--- src/rtl/bjf_pkg.sv ---
package bjf_pkg;
  typedef enum logic [1:0] {
    ST_FETCH = 2'd0,
    ST_OPHI  = 2'd1,
    ST_OPLO  = 2'd2
  } seq_st_e;
endpackage

--- src/rtl/bjf_decode.sv ---
// Opcode source select and long-jump decode: one path for every opcode,
// whether it was forced by reset or read from the bus.
module bjf_decode #(
  parameter int                 DATA_W  = 8,
  parameter logic [DATA_W-1:0]  LJMP_OP = 8'h02
) (
  input  logic              boot_pend,
  input  logic [DATA_W-1:0] ir_q,
  input  logic [DATA_W-1:0] bus_data,
  output logic [DATA_W-1:0] op_src,
  output logic              is_ljmp
);
  always_comb begin
    op_src  = boot_pend ? ir_q : bus_data;
    is_ljmp = (op_src == LJMP_OP);
  end
endmodule

--- src/rtl/bjf_zerosub.sv ---
// Operand zero-substitution counter: armed by a reset-origin jump,
// counts down once per operand cycle, masks the bus while nonzero.
module bjf_zerosub #(
  parameter int DATA_W     = 8,
  parameter int SUB_CYCLES = 2
) (
  input  logic              clk,
  input  logic              rst,
  input  logic              arm,
  input  logic              adv,
  input  logic [DATA_W-1:0] bus_data,
  output logic              sub_active,
  output logic [DATA_W-1:0] opnd_data
);
  localparam int CNT_W = $clog2(SUB_CYCLES + 1);

  logic [CNT_W-1:0] cnt_q;

  always_ff @(posedge clk) begin
    if (rst) begin
      cnt_q <= '0;
    end else if (arm) begin
      cnt_q <= CNT_W'(SUB_CYCLES);
    end else if (adv && (cnt_q != '0)) begin
      cnt_q <= cnt_q - CNT_W'(1);
    end
  end

  always_comb begin
    sub_active = (cnt_q != '0);
    opnd_data  = sub_active ? '0 : bus_data;
  end

  AST_SUB_BOUND: assert property (@(posedge clk) disable iff (rst)
    cnt_q <= CNT_W'(SUB_CYCLES)) else $error("substitution count out of range");
endmodule

--- src/rtl/bjf_pcunit.sv ---
// Program counter and high-operand holding register. No reset clear:
// the start address arrives through the jump load.
module bjf_pcunit #(
  parameter int DATA_W = 8
) (
  input  logic                clk,
  input  logic                rst,
  input  logic                inc,
  input  logic                cap_hi,
  input  logic                load,
  input  logic [DATA_W-1:0]   opnd,
  output logic [2*DATA_W-1:0] pc
);
  localparam int ADDR_W = 2 * DATA_W;

  logic [DATA_W-1:0] hi_q;
  logic [ADDR_W-1:0] pc_q;

  always_ff @(posedge clk) begin
    if (!rst) begin
      if (cap_hi) begin
        hi_q <= opnd;
      end
      if (load) begin
        pc_q <= {hi_q, opnd};
      end else if (inc) begin
        pc_q <= pc_q + ADDR_W'(1);
      end
    end
  end

  assign pc = pc_q;
endmodule

--- src/rtl/bootjump_fetch.sv ---
module bootjump_fetch
  import bjf_pkg::*;
#(
  parameter int                DATA_W     = 8,
  parameter logic [DATA_W-1:0] LJMP_OP    = 8'h02,
  parameter int                SUB_CYCLES = 2
) (
  input  logic                clk,
  input  logic                rst,
  input  logic [DATA_W-1:0]   bus_data,
  output logic [DATA_W-1:0]   ir_q,
  output logic [2*DATA_W-1:0] pc,
  output logic                rd_strobe,
  output logic [1:0]          seq_state
);
  localparam int ADDR_W = 2 * DATA_W;

  seq_st_e           st_q;
  logic              boot_pend_q;
  logic [DATA_W-1:0] ir_r;

  logic [DATA_W-1:0] op_src;
  logic              is_ljmp;
  logic              sub_active;
  logic [DATA_W-1:0] opnd_data;
  logic              arm_sub, adv_sub;
  logic              pc_inc, pc_cap_hi, pc_load;

  bjf_decode #(.DATA_W(DATA_W), .LJMP_OP(LJMP_OP)) u_decode (
    .boot_pend (boot_pend_q),
    .ir_q      (ir_r),
    .bus_data  (bus_data),
    .op_src    (op_src),
    .is_ljmp   (is_ljmp)
  );

  bjf_zerosub #(.DATA_W(DATA_W), .SUB_CYCLES(SUB_CYCLES)) u_zerosub (
    .clk        (clk),
    .rst        (rst),
    .arm        (arm_sub),
    .adv        (adv_sub),
    .bus_data   (bus_data),
    .sub_active (sub_active),
    .opnd_data  (opnd_data)
  );

  bjf_pcunit #(.DATA_W(DATA_W)) u_pcunit (
    .clk    (clk),
    .rst    (rst),
    .inc    (pc_inc),
    .cap_hi (pc_cap_hi),
    .load   (pc_load),
    .opnd   (opnd_data),
    .pc     (pc)
  );

  // Strobe is a decode of registered state only.
  always_comb begin
    if (st_q == ST_FETCH) rd_strobe = !boot_pend_q;
    else                  rd_strobe = !sub_active;
  end

  always_comb begin
    arm_sub   = !rst && (st_q == ST_FETCH) && boot_pend_q && is_ljmp;
    adv_sub   = !rst && (st_q != ST_FETCH);
    pc_inc    = !rst && (((st_q == ST_FETCH) && !boot_pend_q) ||
                         ((st_q == ST_OPHI) && !sub_active));
    pc_cap_hi = !rst && (st_q == ST_OPHI);
    pc_load   = !rst && (st_q == ST_OPLO);
  end

  always_ff @(posedge clk) begin
    if (rst) begin
      st_q        <= ST_FETCH;
      boot_pend_q <= 1'b1;
      ir_r        <= LJMP_OP;
    end else begin
      unique case (st_q)
        ST_FETCH: begin
          if (!boot_pend_q) ir_r <= bus_data;
          boot_pend_q <= 1'b0;
          st_q        <= is_ljmp ? ST_OPHI : ST_FETCH;
        end
        ST_OPHI: st_q <= ST_OPLO;
        ST_OPLO: st_q <= ST_FETCH;
        default: st_q <= ST_FETCH;
      endcase
    end
  end

  assign ir_q      = ir_r;
  assign seq_state = st_q;

  AST_RST_ENTRY: assert property (@(posedge clk) disable iff (rst)
    $past(rst) |-> (ir_q == LJMP_OP && seq_state == 2'd0 && !rd_strobe)) else $error("reset entry");
  AST_BOOT_TARGET: assert property (@(posedge clk) disable iff (rst)
    (st_q == ST_OPLO && sub_active) |=> (pc == '0 && seq_state == 2'd0 && rd_strobe)) else $error("boot target");
  AST_OPND_IR_HOLD: assert property (@(posedge clk) disable iff (rst)
    (st_q != ST_FETCH) |=> $stable(ir_q)) else $error("ir changed in operand");
  AST_FETCH_STEP: assert property (@(posedge clk) disable iff (rst)
    (st_q == ST_FETCH && rd_strobe) |=> (pc == $past(pc) + ADDR_W'(1))) else $error("fetch step");
  AST_LJMP_ENTER: assert property (@(posedge clk) disable iff (rst)
    (st_q == ST_FETCH && rd_strobe && bus_data == LJMP_OP) |=> (seq_state == 2'd1)) else $error("ljmp entry");
endmodule

--- config.mk ---
export PLATFORM = sky130hd
export DESIGN_NAME = bootjump_fetch
export DESIGN_NICKNAME = d
export VERILOG_FILES = /design/src/rtl/bjf_pkg.sv /design/src/rtl/bjf_decode.sv /design/src/rtl/bjf_zerosub.sv /design/src/rtl/bjf_pcunit.sv /design/src/rtl/bootjump_fetch.sv
export SDC_FILE = /design/constraint.sdc
export NUM_CORES = 1
export LEC_CHECK = 0
export ABC_AREA = 1
export BUFFER_PORTS_ARGS = -buffer_cell sky130_fd_sc_hd__clkbuf_2
export CELL_PAD_IN_SITES_DETAIL_PLACEMENT = 1
export CELL_PAD_IN_SITES_GLOBAL_PLACEMENT = 2
export CORE_UTILIZATION = 32
export CTS_CLUSTER_SIZE = 14
export DETAILED_ROUTE_END_ITERATION = 10
export PLACE_DENSITY = 0.83
export SETUP_SLACK_MARGIN = 0.05
export SLEW_MARGIN = 20
export SYNTH_ARGS = -nofsm -noshare
export SYNTH_HDL_FRONTEND = slang
export SYNTH_HIERARCHICAL = 1
export SYNTH_SLANG_ARGS = --single-unit
--- constraint.sdc ---
create_clock -name clk -period 2.6 [get_ports clk]
set_input_delay 0.52 -clock clk [delete_from_list [all_inputs] [get_ports clk]]
set_output_delay 0.52 -clock clk [all_outputs]
set_load 0.1 [all_outputs]
==> metrics.txt, run 1 <==
Crit. End Element output pin; critical path type reg2out; # clock sinks 37; Core ar. 0.00646 mm²; CTS clk-pin slew, worst paths 0.07 ns; share of cells above drive strength 1 26.6%; worst path arrival time 1.79 ns; Finished Layout Cells 400; Final HPWL DP 3930 µm; P&R area growth vs syn 14.6%; Startpoint Class flop; Power Dens Cells 543 mW/mm²; # rows 29; Slew Limit Headroom 58.4%; setup repair bufs after CTS 0; height of the die 84.6 µm; routability cong. 0.727; DRC 0; max-slew violation count 0; # diodes 0; Synth Cell Area 0.00218 mm²; number of top-level pins 37; Finished Core Util 38.7%; Initial Util 33.8%; post-CTS sizing 0; Syn Area/Cell 7.66 µm²; Max VDD drop 206 µV; Root Buffer clkbuf_8; Post-Synthesis Cells 285; status finished clean; htree depth 2; crit path time final 2.31 ns; biggest cell delay along the critical path 0.62 ns; Worst-Skew Late Latency 0.29 ns; Die Wd 84.6 µm; Hold Vio Cnt, Final 0; clk_skew 0.00614 ns; Crit-path slowest cell dfxtp_1; # hold bufs at CTS 0; via count 1877; clk buf depth 2; syn nets 297; Final setup viols 0; final worst-path cycle share 88.7%; fillers 823; grt ovf 0; max-cap violation count 0; peak fanout along the critical path 18; drt first pass iters 6; initial antenna violation count 0; die area 0.00715 mm²; DR vias/cell 4.69; Tightest Hold Check Type reg2reg; WL final 5100 µm; global router's overall resource usage 15.3%; CTS Buf Count 5; DP Cell Count 392; R2R cell count 8; Synth warnings 6; vias in the first global route 1831; global-route wire length before repair 8590 µm; Slew @ Worst Pin 0.622 ns; Leakage 1.17 nW; fmax 434 MHz; routed length per instance 12.7 µm; WP data required 2.08 ns; RSZ-0062 raised after global routing no; antenna viol nets, final 0; largest net degree at the start of global routing 21; initial drt markers 49; CP Cell Sequence inv_2, nand2_4, o21ai_2, clkbuf_2; port bufs 36; Hold Path Depth 2; Final #Nets 334; CTS tree built
per-layer routing:
layer  up-vias  global-route usage, %  part of all wire [%]
li1        967                      -                     -
met1       875                   19.2                    47
met2        28                   26.0                    48
met3         7                   3.05                   3.0
met4         0                   5.55                   1.4
met5         -                      0                     0
through the flow:
step / power (mW) / area [µm²] / setup slack (ns) / hold WS, ns / TNS, ns
2_1_floorplan: 0.929 / 2190 / -0.00251 / 0.446 / -0.00251
3_3_place_gp: 0.979 / 2420 / 0.608 / 0.457 / 0
3_5_place_dp: 0.983 / 2420 / 0.595 / 0.466 / 0
4_1_cts: 1.38 / 2500 / 0.269 / 0.476 / 0
5_1_grt: 1.42 / 2500 / 0.173 / 0.481 / 0
6_report: 1.36 / 2500 / 0.295 / 0.468 / 0
cell type report:
| type | count | area [µm²] | share of cell area (%) |
|---|---|---|---|
| Clock buffer | 6 | 72.6 | 2.90 |
| Inverter | 40 | 158 | 6.30 |
| Multi-Input combinational cell | 199 | 980 | 39.2 |
| Timing Repair Buffer | 39 | 203 | 8.10 |
| Clock inverter | 2 | 10.0 | 0.400 |
| Sequential cell | 37 | 982 | 39.3 |
| Tap cell | 77 | 96.3 | 3.85 |
worst max-delay path, delay by kind of cell (launching register included):
kind | cells | cell delay, ns
AOI/OAI and AO/OA | 1 | 0.06
buffers and inverters | 2 | 0.65
DFF | 1 | 0.62
and+or+nand+nor | 1 | 0.17
placed cells by master, fill, tap and decap left out, types with 3 or more instances in the layout:
| master | count |
|---|---|
| nand4_1 | 3 |
| nand2_1 | 86 |
| inv_2 | 6 |
| nor2_1 | 27 |
| xnor2_1 | 4 |
| a21oi_2 | 3 |
| clkbuf_2 | 36 |
| dfxtp_1 | 12 |
| edfxtp_1 | 24 |
| o21ai_0 | 4 |
| o21bai_1 | 5 |
| nand2_2 | 14 |
| a21oi_1 | 9 |
| nand3_1 | 23 |
| clkbuf_8 | 5 |
| buf_4 | 3 |
| inv_1 | 32 |
| nor2_2 | 7 |
where the power goes:
part | leakage [nW] | switching (mW) | internal, mW
logic | 0.798 | 0.236 | 0.0584
clock network | 0.0450 | 0.207 | 0.186
registers | 0.327 | 0.0237 | 0.648
registers in the layout, indices dropped and copies added, names as in the netlist:
| name | count |
|---|---|
| u_pcunit/hi_q | 8 |
| ir_q | 8 |
| seq_state | 2 |
| u_zerosub/cnt_q | 2 |
| boot_pend_q | 1 |
| u_pcunit/pc | 16 |
final timing paths:
path / startpoint / to / slack [ns]
worst min-delay path: u_zerosub/cnt_q[0] / u_zerosub/cnt_q[0] / 0.47
worst max register to register: u_zerosub/cnt_q[0] / u_pcunit/pc[5] / 0.75
worst min register to register: u_zerosub/cnt_q[0] / u_zerosub/cnt_q[0] / 0.47
worst max-delay path: boot_pend_q / rd_strobe / 0.29
(Power assumes the default switching activity.)
==> run 2, diff against run 1 <==
--- a/config.mk
+++ b/config.mk
@@ -12,6 +12,7 @@
 export CORE_UTILIZATION = 32
 export CTS_CLUSTER_SIZE = 14
 export DETAILED_ROUTE_END_ITERATION = 10
+export MAX_ROUTING_LAYER = met4
 export PLACE_DENSITY = 0.83
 export SETUP_SLACK_MARGIN = 0.05
 export SLEW_MARGIN = 20
==> run 2 against run 1 <==
Clock skew decreased by 0.00052 ns. Global-route usage increased by 0.45 points. Sequential power about the same. Final cell count unchanged. Via count decreased by 0.11%. Wire length about the same. Combinational power about the same. Utilization unchanged. Critical path depth unchanged. Clock power about the same. Register-to-register slack about the same. Power about the same.
==> metrics.txt, run 2 (synthesis results as in run 1) <==
status finished clean; most common cell after layout, fill and taps aside nand2_1; P&R area growth vs syn 14.6%; crit-path leading delay family buffers and inverters; CTS tree built; # diodes 0; vias in the first global route 1830; fin area 0.00250 mm²; Tightest Hold Check Type reg2reg; RSZ-0062 raised after global routing no; drt first pass iters 6; die area 0.00715 mm²; clk_skew 0.00562 ns; crit path time final 2.30 ns; Max VDD drop 206 µV; fmax 435 MHz; post-CTS sizing 0; post-route setup TNS 0 ns; placed cell area 0.00242 mm²; initial antenna violation count 0; Reg2Reg Launch Point u_zerosub/cnt_q[0]; Hold Vio Cnt, Final 0; routability cong. 0.736; via count 1875; pre-CTS WS 0.595 ns; height of the die 84.6 µm; Power Total 1.36 mW; Core ar. 0.00646 mm²; commonest cells after routing, fill and taps aside 86 x nand2_1, 36 x clkbuf_2, 32 x inv_1; Die Wd 84.6 µm; Leakage 1.17 nW; area of the multi-input gates 980 µm²; number of top-level pins 37; Final #Nets 334; CTS Buf Count 5; Slew @ Worst Pin 0.622 ns; Root Buffer clkbuf_8; Worst-Skew Late Latency 0.29 ns; Slew Limit Headroom 58.4%; port bufs 36; largest net degree at the start of global routing 21; Power Dens Cells 544 mW/mm²; worst path arrival time 1.78 ns; Crit. End Element output pin; peak fanout along the critical path 18; WP data required 2.08 ns; Startpoint Class flop; # clock sinks 37; # rows 29; hold_sp u_zerosub/cnt_q[0]; grt ovf 0; CP Cell Sequence inv_2, nand2_4, o21ai_2, clkbuf_2; Buf/Inv on CP 2; setup repair bufs after CTS 0; antenna viol nets, final 0; DR vias/cell 4.69; fillers 823; initial drt markers 53; Initial Util 33.8%; Final HPWL DP 3930 µm; # hold bufs at CTS 0; clk buf depth 2; FF+latch area 982 µm²; WL final 5090 µm; global router's overall resource usage 15.7%; max FFs per register 16; max-slew violation count 0; global-route wire length before repair 8580 µm; Final setup viols 0; final worst-path cycle share 88.5%; Crit-path slowest cell dfxtp_1; share of cells above drive strength 1 26.6%; Critical path origin boot_pend_q; CTS clk-pin slew, worst paths 0.07 ns; routed length per instance 12.7 µm; critical path type reg2out; biggest cell delay along the critical path 0.62 ns; htree depth 2; DRC 0; max-cap violation count 0; Worst Slack Setup Final 0.300 ns
-- run 2: layer usage --
layer / up-vias / global-route usage (%) / wire length (µm)
li1: 967 / - / -
met1: 873 / 19.0 / 2410
met2: 28 / 26.1 / 2460
met3: 7 / 3.05 / 151
met4: 0 / 5.55 / 72
met5: - / - / 0
-- run 2: final cells by class --
class                   count  share of cell area [%]
inverters                  40                    6.30
repair buffers             39                    8.10
well taps                  77                    3.85
flip-flops and latches     37                    39.3
multi-input cells         199                    39.2
clock inverters             2                   0.400
clock buffers               6                    2.90
-- run 2: final timing paths --
kind	endpoint	slack [ns]	depth (start not counted)
worst min-delay path	u_zerosub/cnt_q[0]	0.47	2
worst max register to register	u_pcunit/pc[5]	0.75	8
worst min register to register	u_zerosub/cnt_q[0]	0.47	2
worst max-delay path	rd_strobe	0.30	4
-- run 2: metrics by stage --
step / hold WS [ns] / util, % / instances
floorplan: 0.446 / - / 285
finish: 0.468 / 38.7 / 400
detailed placement: 0.466 / 37.4 / 392
CTS: 0.476 / 38.7 / 400
global placement: 0.457 / 37.4 / 392
global route: 0.481 / 38.7 / 400
-- run 2: report_power, final --
group	total (mW)	switching [mW]	internal (mW)
combinational	0.294	0.236	0.0584
sequential	0.672	0.0236	0.648
clock	0.394	0.208	0.186
total	1.36	0.467	0.892
-- run 2: tightest hold or removal path: cells and delay by family, from the launching register on --
kind / cells / cell delay [ns]
compound gates: 1 / 0.05
simple gates: 1 / 0.07
flops: 1 / 0.31
==> run 3, diff against run 2 <==
--- a/config.mk
+++ b/config.mk
@@ -6,10 +6,11 @@
 export NUM_CORES = 1
 export LEC_CHECK = 0
 export ABC_AREA = 1
-export BUFFER_PORTS_ARGS = -buffer_cell sky130_fd_sc_hd__clkbuf_2
+export BUFFER_PORTS_ARGS = -buffer_cell sky130_fd_sc_hd__buf_2
 export CELL_PAD_IN_SITES_DETAIL_PLACEMENT = 1
 export CELL_PAD_IN_SITES_GLOBAL_PLACEMENT = 2
 export CORE_UTILIZATION = 32
+export CTS_BUF_LIST = sky130_fd_sc_hd__clkbuf_16
 export CTS_CLUSTER_SIZE = 14
 export DETAILED_ROUTE_END_ITERATION = 10
 export MAX_ROUTING_LAYER = met4
==> run 3 against run 2 <==
Sequential share of layout area fell by 0.86 points. Final area up 2.3%. Clock power grew 44%. Critical endpoint unchanged. First-iteration DRC count fell by 11%. Wire length increased by 2.9%. Clock-buffer cell count down 1. Global-route usage rose by 0.43 points. Maximum frequency rose by 4.1%.
==> metrics.txt, run 3 (synthesis results as in run 1) <==
# diodes 0; Finished Core Util 39.6%; DR vias/cell 4.67; routed length per instance 13.1 µm; max FFs per register 16; Final #Nets 334; global router's overall resource usage 16.1%; Hold Path Depth 2; # clock sinks 37; largest net degree at the start of global routing 21; max-slew violation count 0; clk buf depth 2; Reg2Reg Launch Point u_zerosub/cnt_q[0]; share of cells above drive strength 1 26.6%; r2r setup slk 0.78 ns; clk_skew 0.00424 ns; peak fanout along the critical path 18; Worst Slack Setup Final 0.390 ns; most common cell after layout, fill and taps aside nand2_1; sequential power share 43.8%; Power Dens Cells 600 mW/mm²; clock network power share 36.9%; initial drt markers 47; Hold Vio Cnt, Final 0; Leakage 1.20 nW; switching share of total power 31.2%; critical path type reg2out; Worst-Skew Late Latency 0.28 ns; Slew @ Worst Pin 0.642 ns; final worst-path cycle share 85.0%; port bufs 36; via count 1868; CTS tree built; Final HPWL DP 3960 µm; vias in the first global route 1817; Final setup viols 0; DP Cell Count 392; Crit. End Element output pin; Finished Layout Cells 400; worst path arrival time 1.69 ns; post-CTS sizing 0; die area 0.00715 mm²; fmax 452 MHz; Int Pwr 1.06 mW; WP data required 2.08 ns; NetSw 0.479 mW; Die Wd 84.6 µm; number of top-level pins 37; pre-CTS WS 0.664 ns; initial antenna violation count 0; Tightest Hold Check Type reg2reg; Startpoint Class flop; Max VDD drop 224 µV; P&R area growth vs syn 17.2%; R2R cell count 8; Slew Limit Headroom 57.1%; commonest cells after routing, fill and taps aside 86 x nand2_1, 36 x buf_2, 33 x inv_1; max-cap violation count 0; WL final 5240 µm; Root Buffer clkbuf_16; Fin Hold WS 0.468 ns; crit path time final 2.21 ns; htree depth 2; CTS Buf Count 5; grt ovf 0; status finished clean; fillers 841; hold endpoint u_zerosub/cnt_q[0]; antenna viol nets, final 0; height of the die 84.6 µm; setup repair bufs after CTS 0; fin area 0.00256 mm²; drt first pass iters 6; # rows 29; Initial Util 33.8%; routability cong. 0.729; # hold bufs at CTS 0; Core ar. 0.00646 mm²; DRC 0; R2R Path End u_pcunit/pc[11]; hold_sp u_zerosub/cnt_q[0]; combinational power share 19.3%; global-route wire length before repair 8830 µm; placed cell area 0.00242 mm²; CTS clk-pin slew, worst paths 0.05 ns; RSZ-0062 raised after global routing no
[run 3: cell types whose count changed in the layout (fill, tap and decap cells not counted)]
cell       change
buf_2         +36
clkbuf_1       -1
clkbuf_16      +5
clkbuf_2      -36
clkbuf_8       -5
inv_1          +1
[run 3: how the worst max path moves through the flow]
stage | start | to | slack [ns]
after global routing | boot_pend_q | rd_strobe | 0.28
after CTS | boot_pend_q | rd_strobe | 0.37
after detailed placement | boot_pend_q | rd_strobe | 0.66
final | boot_pend_q | rd_strobe | 0.39
after global placement | boot_pend_q | rd_strobe | 0.68
after floorplan | seq_state[0] | rd_strobe | -0.003
[run 3: stage by stage]
stage	setup TNS (ns)	power (mW)
global placement	0	0.980
finish	0	1.54
global route	0	1.60
CTS	0	1.56
detailed placement	0	0.983
floorplan	-0.00251	0.929
[run 3: final cells by class]
type	instances	area (µm²)	share of cell area, %
Sequential cell	37	982	38.4
Inverter	40	158	6.16
Clock buffer	5	125	4.89
Tap cell	77	96.3	3.77
Timing Repair Buffer	39	203	7.93
Clock inverter	3	13.8	0.538
Multi-Input combinational cell	199	980	38.3
[run 3: critical path, stage by stage (launching register included)]
cell,delay (ns)
dfxtp_1,0.45
inv_2,0.36
nand2_4,0.11
o21ai_2,0.06
buf_2,0.43
[run 3: metal layers]
metal / routed length, µm / GRT usage, %
met1: 2440 / 19.9
met2: 2580 / 27.1
met3: 151 / 2.75
met4: 65 / 5.08
met5: 0 / -
[run 3: power groups by stage]
stage | Clock [mW] | Combinational, mW | Sequential, mW
2_1_floorplan | 0 | 0.115 | 0.814
3_3_place_gp | 0 | 0.295 | 0.684
3_5_place_dp | 0 | 0.299 | 0.685
4_1_cts | 0.587 | 0.299 | 0.673
5_1_grt | 0.612 | 0.318 | 0.675
6_report | 0.567 | 0.296 | 0.672
